$ cat config.mk
export PLATFORM = sky130hd
export DESIGN_NAME = flagmask_branch_unit
export DESIGN_NICKNAME = d
export VERILOG_FILES = /design/src/rtl/flagmask_branch_pkg.sv /design/src/rtl/flag_mask_eval.sv /design/src/rtl/seq_addr_gen.sv /design/src/rtl/flagmask_branch_unit.sv
export SDC_FILE = /design/constraint.sdc
export NUM_CORES = 1
export LEC_CHECK = 0
export ABC_AREA = 0
export ABC_CLOCK_PERIOD_IN_PS = 1600
export BUFFER_PORTS_ARGS = -buffer_cell sky130_fd_sc_hd__buf_4
export CAP_MARGIN = 20
export CORE_MARGIN = 2
export CORE_UTILIZATION = 28
export DETAILED_ROUTE_END_ITERATION = 6
export PLACE_DENSITY_LB_ADDON = 0.08
export SYNTH_ARGS = -nofsm -noshare
export SYNTH_HDL_FRONTEND = slang
export SYNTH_SLANG_ARGS = --single-unit
$ cat constraint.sdc
create_clock -name vclk -period 1.6
set_input_delay 0.24 -clock vclk [all_inputs]
set_output_delay 0.24 -clock vclk [all_outputs]
set_load 0.05 [all_outputs]
$ cat src/rtl/flagmask_branch_pkg.sv
// Package: shared widths and field positions for the flag-mask branch resolver.
// Assumes an 8-bit opcode split into a 4-bit class nibble and a 4-bit function nibble.
package flagmask_branch_pkg;
    localparam int OPCODE_W   = 8;
    localparam int CLASS_W    = 4;
    localparam int FUNC_W     = OPCODE_W - CLASS_W;
    localparam int MASK_W     = 3;          // flag-select bits within the function nibble
    localparam int CALL_BIT   = MASK_W;     // function bit that requests a link write
    localparam logic [CLASS_W-1:0] JUMP_CLASS = '0;

    // Flags packed so that bit i lines up with mask bit i.
    typedef struct packed {
        logic sign;
        logic zero;
        logic carry;
    } flag_set_t;

    // Decoded view of a jump-class function nibble.
    typedef struct packed {
        logic              is_call;
        logic [MASK_W-1:0] mask;
    } jump_func_t;
endpackage

$ cat src/rtl/flag_mask_eval.sv
// Module: flag_mask_eval
// Purpose: decides whether every flag named in a select mask is set.
// Assumes: mask bit i and flag bit i refer to the same flag; an empty mask passes.
module flag_mask_eval #(
    parameter int MASK_W = 3
) (
    input  logic [MASK_W-1:0] mask_i,
    input  logic [MASK_W-1:0] flags_i,
    output logic              pass_o
);
    logic [MASK_W-1:0] bit_ok;

    // One term per flag: an unselected flag or a set flag is acceptable.
    generate
        for (genvar g = 0; g < MASK_W; g++) begin : g_term
            assign bit_ok[g] = ~mask_i[g] | flags_i[g];
        end
    endgenerate

    // All terms must agree for the condition to pass.
    assign pass_o = &bit_ok;
endmodule

$ cat src/rtl/seq_addr_gen.sv
// Module: seq_addr_gen
// Purpose: produces the address of the byte after a fixed-length instruction.
// Assumes: addresses wrap modulo 2^ADDR_W.
module seq_addr_gen #(
    parameter int ADDR_W = 16,
    parameter int STEP   = 3
) (
    input  logic [ADDR_W-1:0] base_i,
    output logic [ADDR_W-1:0] next_o
);
    localparam logic [ADDR_W-1:0] STEP_V = ADDR_W'(STEP);

    // Modular add of the instruction length.
    assign next_o = base_i + STEP_V;
endmodule

$ cat src/rtl/flagmask_branch_unit.sv
// Module: flagmask_branch_unit
// Purpose: execute-stage resolver for jump-class opcodes. It gives the taken flag,
//          the next program counter and an index-register link write for calls.
// Assumes: the caller samples all outputs on the edge that ends the execute cycle;
//          the flags are held outside; no output of this block alters a flag.
module flagmask_branch_unit
    import flagmask_branch_pkg::*;
#(
    parameter int ADDR_W     = 16,
    parameter int CALL_BYTES = 3
) (
    input  logic [OPCODE_W-1:0] opcode_i,
    input  logic                flag_c_i,
    input  logic                flag_z_i,
    input  logic                flag_n_i,
    input  logic [ADDR_W-1:0]   target_i,
    input  logic [ADDR_W-1:0]   instr_addr_i,
    output logic                take_o,
    output logic [ADDR_W-1:0]   next_pc_o,
    output logic                x_we_o,
    output logic [ADDR_W-1:0]   x_data_o
);
    logic [CLASS_W-1:0] op_class;
    jump_func_t         func;
    flag_set_t          flags;
    logic               cond_pass;
    logic               class_hit;
    logic [ADDR_W-1:0]  seq_addr;

    // Split the opcode into its class and function fields.
    assign op_class = opcode_i[OPCODE_W-1 -: CLASS_W];
    assign func     = jump_func_t'(opcode_i[FUNC_W-1:0]);

    // Pack the flags so they line up with the mask bits.
    assign flags = '{sign: flag_n_i, zero: flag_z_i, carry: flag_c_i};

    // Evaluate the AND of the selected flags.
    flag_mask_eval #(
        .MASK_W (MASK_W)
    ) u_cond (
        .mask_i  (func.mask),
        .flags_i (flags),
        .pass_o  (cond_pass)
    );

    // Address after the current instruction: fall-through and link value.
    seq_addr_gen #(
        .ADDR_W (ADDR_W),
        .STEP   (CALL_BYTES)
    ) u_seq (
        .base_i (instr_addr_i),
        .next_o (seq_addr)
    );

    // Only the jump class may redirect the flow.
    assign class_hit = (op_class == JUMP_CLASS);

    // Final redirect, pc select and link write.
    always_comb begin
        take_o    = class_hit & cond_pass;
        next_pc_o = take_o ? target_i : seq_addr;
        x_we_o    = take_o & func.is_call;
        x_data_o  = seq_addr;
    end
endmodule

==> impl_summary.md, run 1 <==
Status
The flow did not finish. The stopping stage is detailed placement (3_5_place_dp). The tool reported: "[ERROR DPL-0033] detailed placement checks failed during check placement".

Die
In this run the vertical extent of the chip is 47.12 um. Once the floorplan was initialized, standard cells occupied 29.82% of the core. The floorplan has 15 rows. During I/O placement, the number of pins put on the boundary was 77. From left edge to right edge, the die measures 47.12 um.

Logic synthesis
The multiplexer fraction of the synthesized cell area is 28.13%. The synthesized cell area is 520.5 um2. The xor and xnor area share after synthesis is 21.88%. The largest family of logic cells by synthesized area is simple AND/OR/NAND/NOR gates. The synthesized netlist devotes 10.34% of its cell area to compound gates. The post-synthesis share of cell area spent on full adders, half adders and majority gates is 2.404%. Counting every instance in the synthesized netlist gives 73. Sequential elements use 0% of the synthesized area.

The synthesized area per cell is 7.130 um2. The share of synthesized cell area in and, or, nand and nor gates is 30.77%. The Yosys warning count is 0. Summed over its instances, the top area cell type makes up 28.13% of the synthesized netlist area.

The synthesized netlist contains 24 unique library cells. The number of nets in the synthesized netlist is 117. sky130_fd_sc_hd__mux2_2 takes more of the synthesized area than any other cell. Sorting the synthesized cells by area gives the leading types as sky130_fd_sc_hd__mux2_2 (28%), sky130_fd_sc_hd__xor2_1 (12%), sky130_fd_sc_hd__xnor2_1 (10%).

Placement
The HPWL after detailed placement is 4.078 mm. Input and output buffers added on the ports amount to 77. At the end of routability-driven placement, the weighted congestion stood at 0.7274.
==> logic make-up after synthesis <==
kind of cell               count (synthesis)
xor gates and xnor gates                  13
and+or+nand+nor                           29
muxes                                     13
AOI/OAI and AO/OA                          8
buffers and inverters                      9
adders and majority gates                  1
==> cells in the mapped netlist, drive strengths merged <==
master    n
inv       6
a21oi     2
o2111ai   1
nor2      6
and3      1
or4       1
clkbuf    3
o21ai     2
ha        1
nor3      2
nor4      4
o2111a    1
xnor2     6
nand4     3
and2      1
a31oi     1
nand2b    2
mux2     13
nand2     5
or3       1
nand3     3
xor2      7
o211ai    1
==> per-stage QoR <==
stage	instances	hold WS, ns
after global placement	200	0.8239
after floorplan	73	0.5735
==> run 2, diff against run 1 <==
ABC_CLOCK_PERIOD_IN_PS = 2080   (was 1600)
CORE_AREA = 2 2 63 65   (was not set)
CORE_MARGIN = not set   (was 2)
CORE_UTILIZATION = not set   (was 28)
DIE_AREA = 0 0 65 67   (was not set)
PLACE_DENSITY_LB_ADDON = 0.15   (was 0.08)
clock period = 2.08 ns   (was 1.6 ns; I/O delays follow)
==> run 2 against run 1 <==
Against the previous run:
- synthesized cell count stayed put
- area after synthesis stayed put
- the run now ends clean
==> impl_summary.md, run 2 <==
Cells and area
The number of sequential storage elements is 0. The number of antenna repair diodes is 0. The commonest non-fill, non-tap cell in the layout is sky130_fd_sc_hd__buf_4. In the final layout, the share of cells above drive strength 1 is 81.71%. The core utilization of the finished layout is 44.86%. The number of clock buffer instances in the layout is 0. In the layout the commonest cells are sky130_fd_sc_hd__buf_4 (89), sky130_fd_sc_hd__mux2_4 (8), sky130_fd_sc_hd__xor2_4 (6), sky130_fd_sc_hd__nor2_1 (6). The area growth from synthesis to layout is 210.8%. The cell area after layout is 1618 um2. For this run, the post-layout net count is 210.

The sequential cells in the finished layout cover a total of 0 um2. Counting the fill cells in the layout gives 354.

Drt
Summed over all nets, wire length on met3 after detailed routing comes to 188 um. The sum of routed wire length over all layers is 2.467 mm. The detailed router put a total of 960 um of wire on met1. After the first detailed-routing iteration, the DRC count stood at 13. The number of detailed-route iterations in the first pass is 4.

The number of remaining DRC errors is 0. The total number of vias is 891. The detailed-route wire length per cell is 11.64 um. The detailed-routed wire length on met2 is 1.293 mm. The post-detailed-route via-to-cell ratio is 4.203. After detailed routing, no signal wire sits above met4. The count of nets left with antenna violations after detail routing is 0.

Min path
The worst hold path begins at instr_addr_i[15]. The worst hold path terminates at x_data_o[15]. The class of the tightest hold or removal check is in -> out. The worst hold path was traced through 3 stages.

Job
The count of maximum capacitance violations is 0.

STA
Setup violations remaining at the end of the flow were counted as 0. The slew at the pin closest to its max-slew limit is 0.3633 ns. In this run the tightest slew margin relative to its limit is 75.60%.

The final-layout worst hold slack is 0.9706 ns. Timing would allow up to 0.4873 GHz. The count of final hold-check violations is 0.

For the finished layout, the period the worst path requires is 2.052 ns. The number of pins with negative max-slew slack in the final report came to 0. Setup slack closes at 0.02782 ns. Dividing the final minimum period by the clock period gives 98.66%.

Setup repair after global routing left no endpoint under its margin.

Die
The total I/O pin count was 77 (unchanged). The floorplan die width came to 65 um (was 47.12 um). The floorplan step defined a die boundary enclosing 4355 um2. The region available for standard cell placement spans 3606 um2. The vertical die dimension came to 67 um (was 47.12 um). The initial standard-cell utilization of the core is 14.43% (was 29.82%). The number of placement rows is 22 (was 15).

Critical path
The critical path in this run is classified as in -> out. For the worst setup path, the data arrival time is 1.74 ns. STA classifies the critical path endpoint as an output pin. Of all nets on the critical path, the largest fanout is 2.

Data on the critical path is required at its endpoint by 1.77 ns. The element type at the critical path start is a primary input.

Power and ir drop
The standby leakage power is 0.0007886 uW. The worst-case vdd ir drop is 0.07164 mV. The power density over the cells is 284.9 nW/um2.

GRT
The via count of the first global-routing pass is 831. Entering global routing, the biggest net connects 13 pins. The global-route wire length before repair is 3.781 mm. The overall track demand over capacity in global routing is 10.73%.

The number of antenna violations at the first check in global routing is 0. Summed over all layers, the global routing overflow is 0.

Status
Run status: finished, final reports clean (was stopped before the end).

Logic synthesis
The Yosys warning count is 0 (unchanged). The library cell with the largest summed area after synthesis is sky130_fd_sc_hd__mux2_2 (unchanged). The library cell with the highest instance count after synthesis is sky130_fd_sc_hd__mux2_2 (unchanged). The count of distinct cell types in the synthesized netlist is 24 (unchanged).

The synthesized cell area is 520.5 um2 (unchanged). The number of nets in the synthesized netlist is 117 (unchanged). Leading post-synthesis cells by instance count: sky130_fd_sc_hd__mux2_2 (13), sky130_fd_sc_hd__xor2_1 (7), sky130_fd_sc_hd__inv_1 (6), sky130_fd_sc_hd__nor2_1 (6), sky130_fd_sc_hd__xnor2_1 (6) (unchanged). Dominant cells by area after synthesis: sky130_fd_sc_hd__mux2_2 (28%), sky130_fd_sc_hd__xor2_1 (12%), sky130_fd_sc_hd__xnor2_1 (10%) (unchanged). The synthesized area per cell is 7.130 um2 (unchanged). The number of standard cells after synthesis was 73 (unchanged).

The top-area cell type share of the netlist area is 28.13% (unchanged). The sequential area share after synthesis came to 0% (unchanged).

Placement
The count of buffers from port buffering is 77 (unchanged). In this run the cell area measured after placement is 1567 um2. The worst setup slack after placement is -0.04579 ns. The HPWL reported at the end of detailed placement is 2.227 mm (was 4.078 mm). The routability congestion estimate from global placement is 0.7026 (was 0.7274).

Clock network
The number of buffers added to fix hold violations after cts is 0.
-- run 2: critical path: stages --
cell,delay [ns]
sky130_fd_sc_hd__buf_8,0.08
sky130_fd_sc_hd__nand4_4,0.10
sky130_fd_sc_hd__or4_4,0.54
sky130_fd_sc_hd__buf_4,0.17
sky130_fd_sc_hd__xnor2_4,0.12
sky130_fd_sc_hd__mux2_4,0.26
sky130_fd_sc_hd__buf_6,0.15
-- run 2: where the power goes --
part / switching (uW) / internal [uW]
clock: 0 / 0
sequential: 0 / 0
combinational: 270 / 190
-- run 2: final cells by class --
cell class         count  area [um2]  area share [%]
multi-input cells     64       799.5           49.42
repair buffers        94       732.0           45.24
well taps             48       60.06           3.712
inverters              6       26.28           1.624
-- run 2: per-layer routing --
metal	GRT usage, %	up-vias
li1	-	441
met1	13.76	410
met2	19.97	38
met3	1.182	2
met4	0.7979	0
met5	0	-
-- run 2: cells by family after synthesis --
kind of cell             count (synthesis)  synth area share (%)
AND/OR/NAND/NOR                         29                 30.77
XOR/XNOR                                13                 21.88
multiplexers                            13                 28.12
buffers and inverters                    9                 6.490
AO/OA/AOI/OAI                            8                 10.34
adder cells (fa/ha/maj)                  1                 2.403
-- run 2: what timing repair did --
| item | CTS | global route |
|---|---|---|
| setup buffers | 1 | 0 |
| hold endpoints to repair | 0 | 0 |
| setup endpoints to repair | 2 | 4 |
| resized for setup | 8 | 3 |
| pin swaps | 4 | 1 |
-- run 2: how the worst max path moves through the flow --
stage | start | end | slack (ns) | cells past startpoint
final | instr_addr_i[9] | next_pc_o[11] | 0.03 | 7
after global placement | instr_addr_i[6] | next_pc_o[13] | -0.04 | 6
after floorplan | instr_addr_i[0] | next_pc_o[14] | -0.25 | 6
after detailed placement | instr_addr_i[6] | next_pc_o[13] | -0.05 | 6
after CTS | instr_addr_i[9] | next_pc_o[13] | -0.01 | 6
after global routing | instr_addr_i[9] | next_pc_o[11] | 0.001 | 7
-- run 2: through the flow --
step                      power, uW  TNS [ns]  instances
after CTS                     463.7  -0.01206        212
after global placement        450.9  -0.06091        211
final                         460.9         0        212
after global routing          482.8         0        212
after floorplan               268.8    -1.870         73
after detailed placement      453.8  -0.07663        211
(Power assumes the default switching activity.)
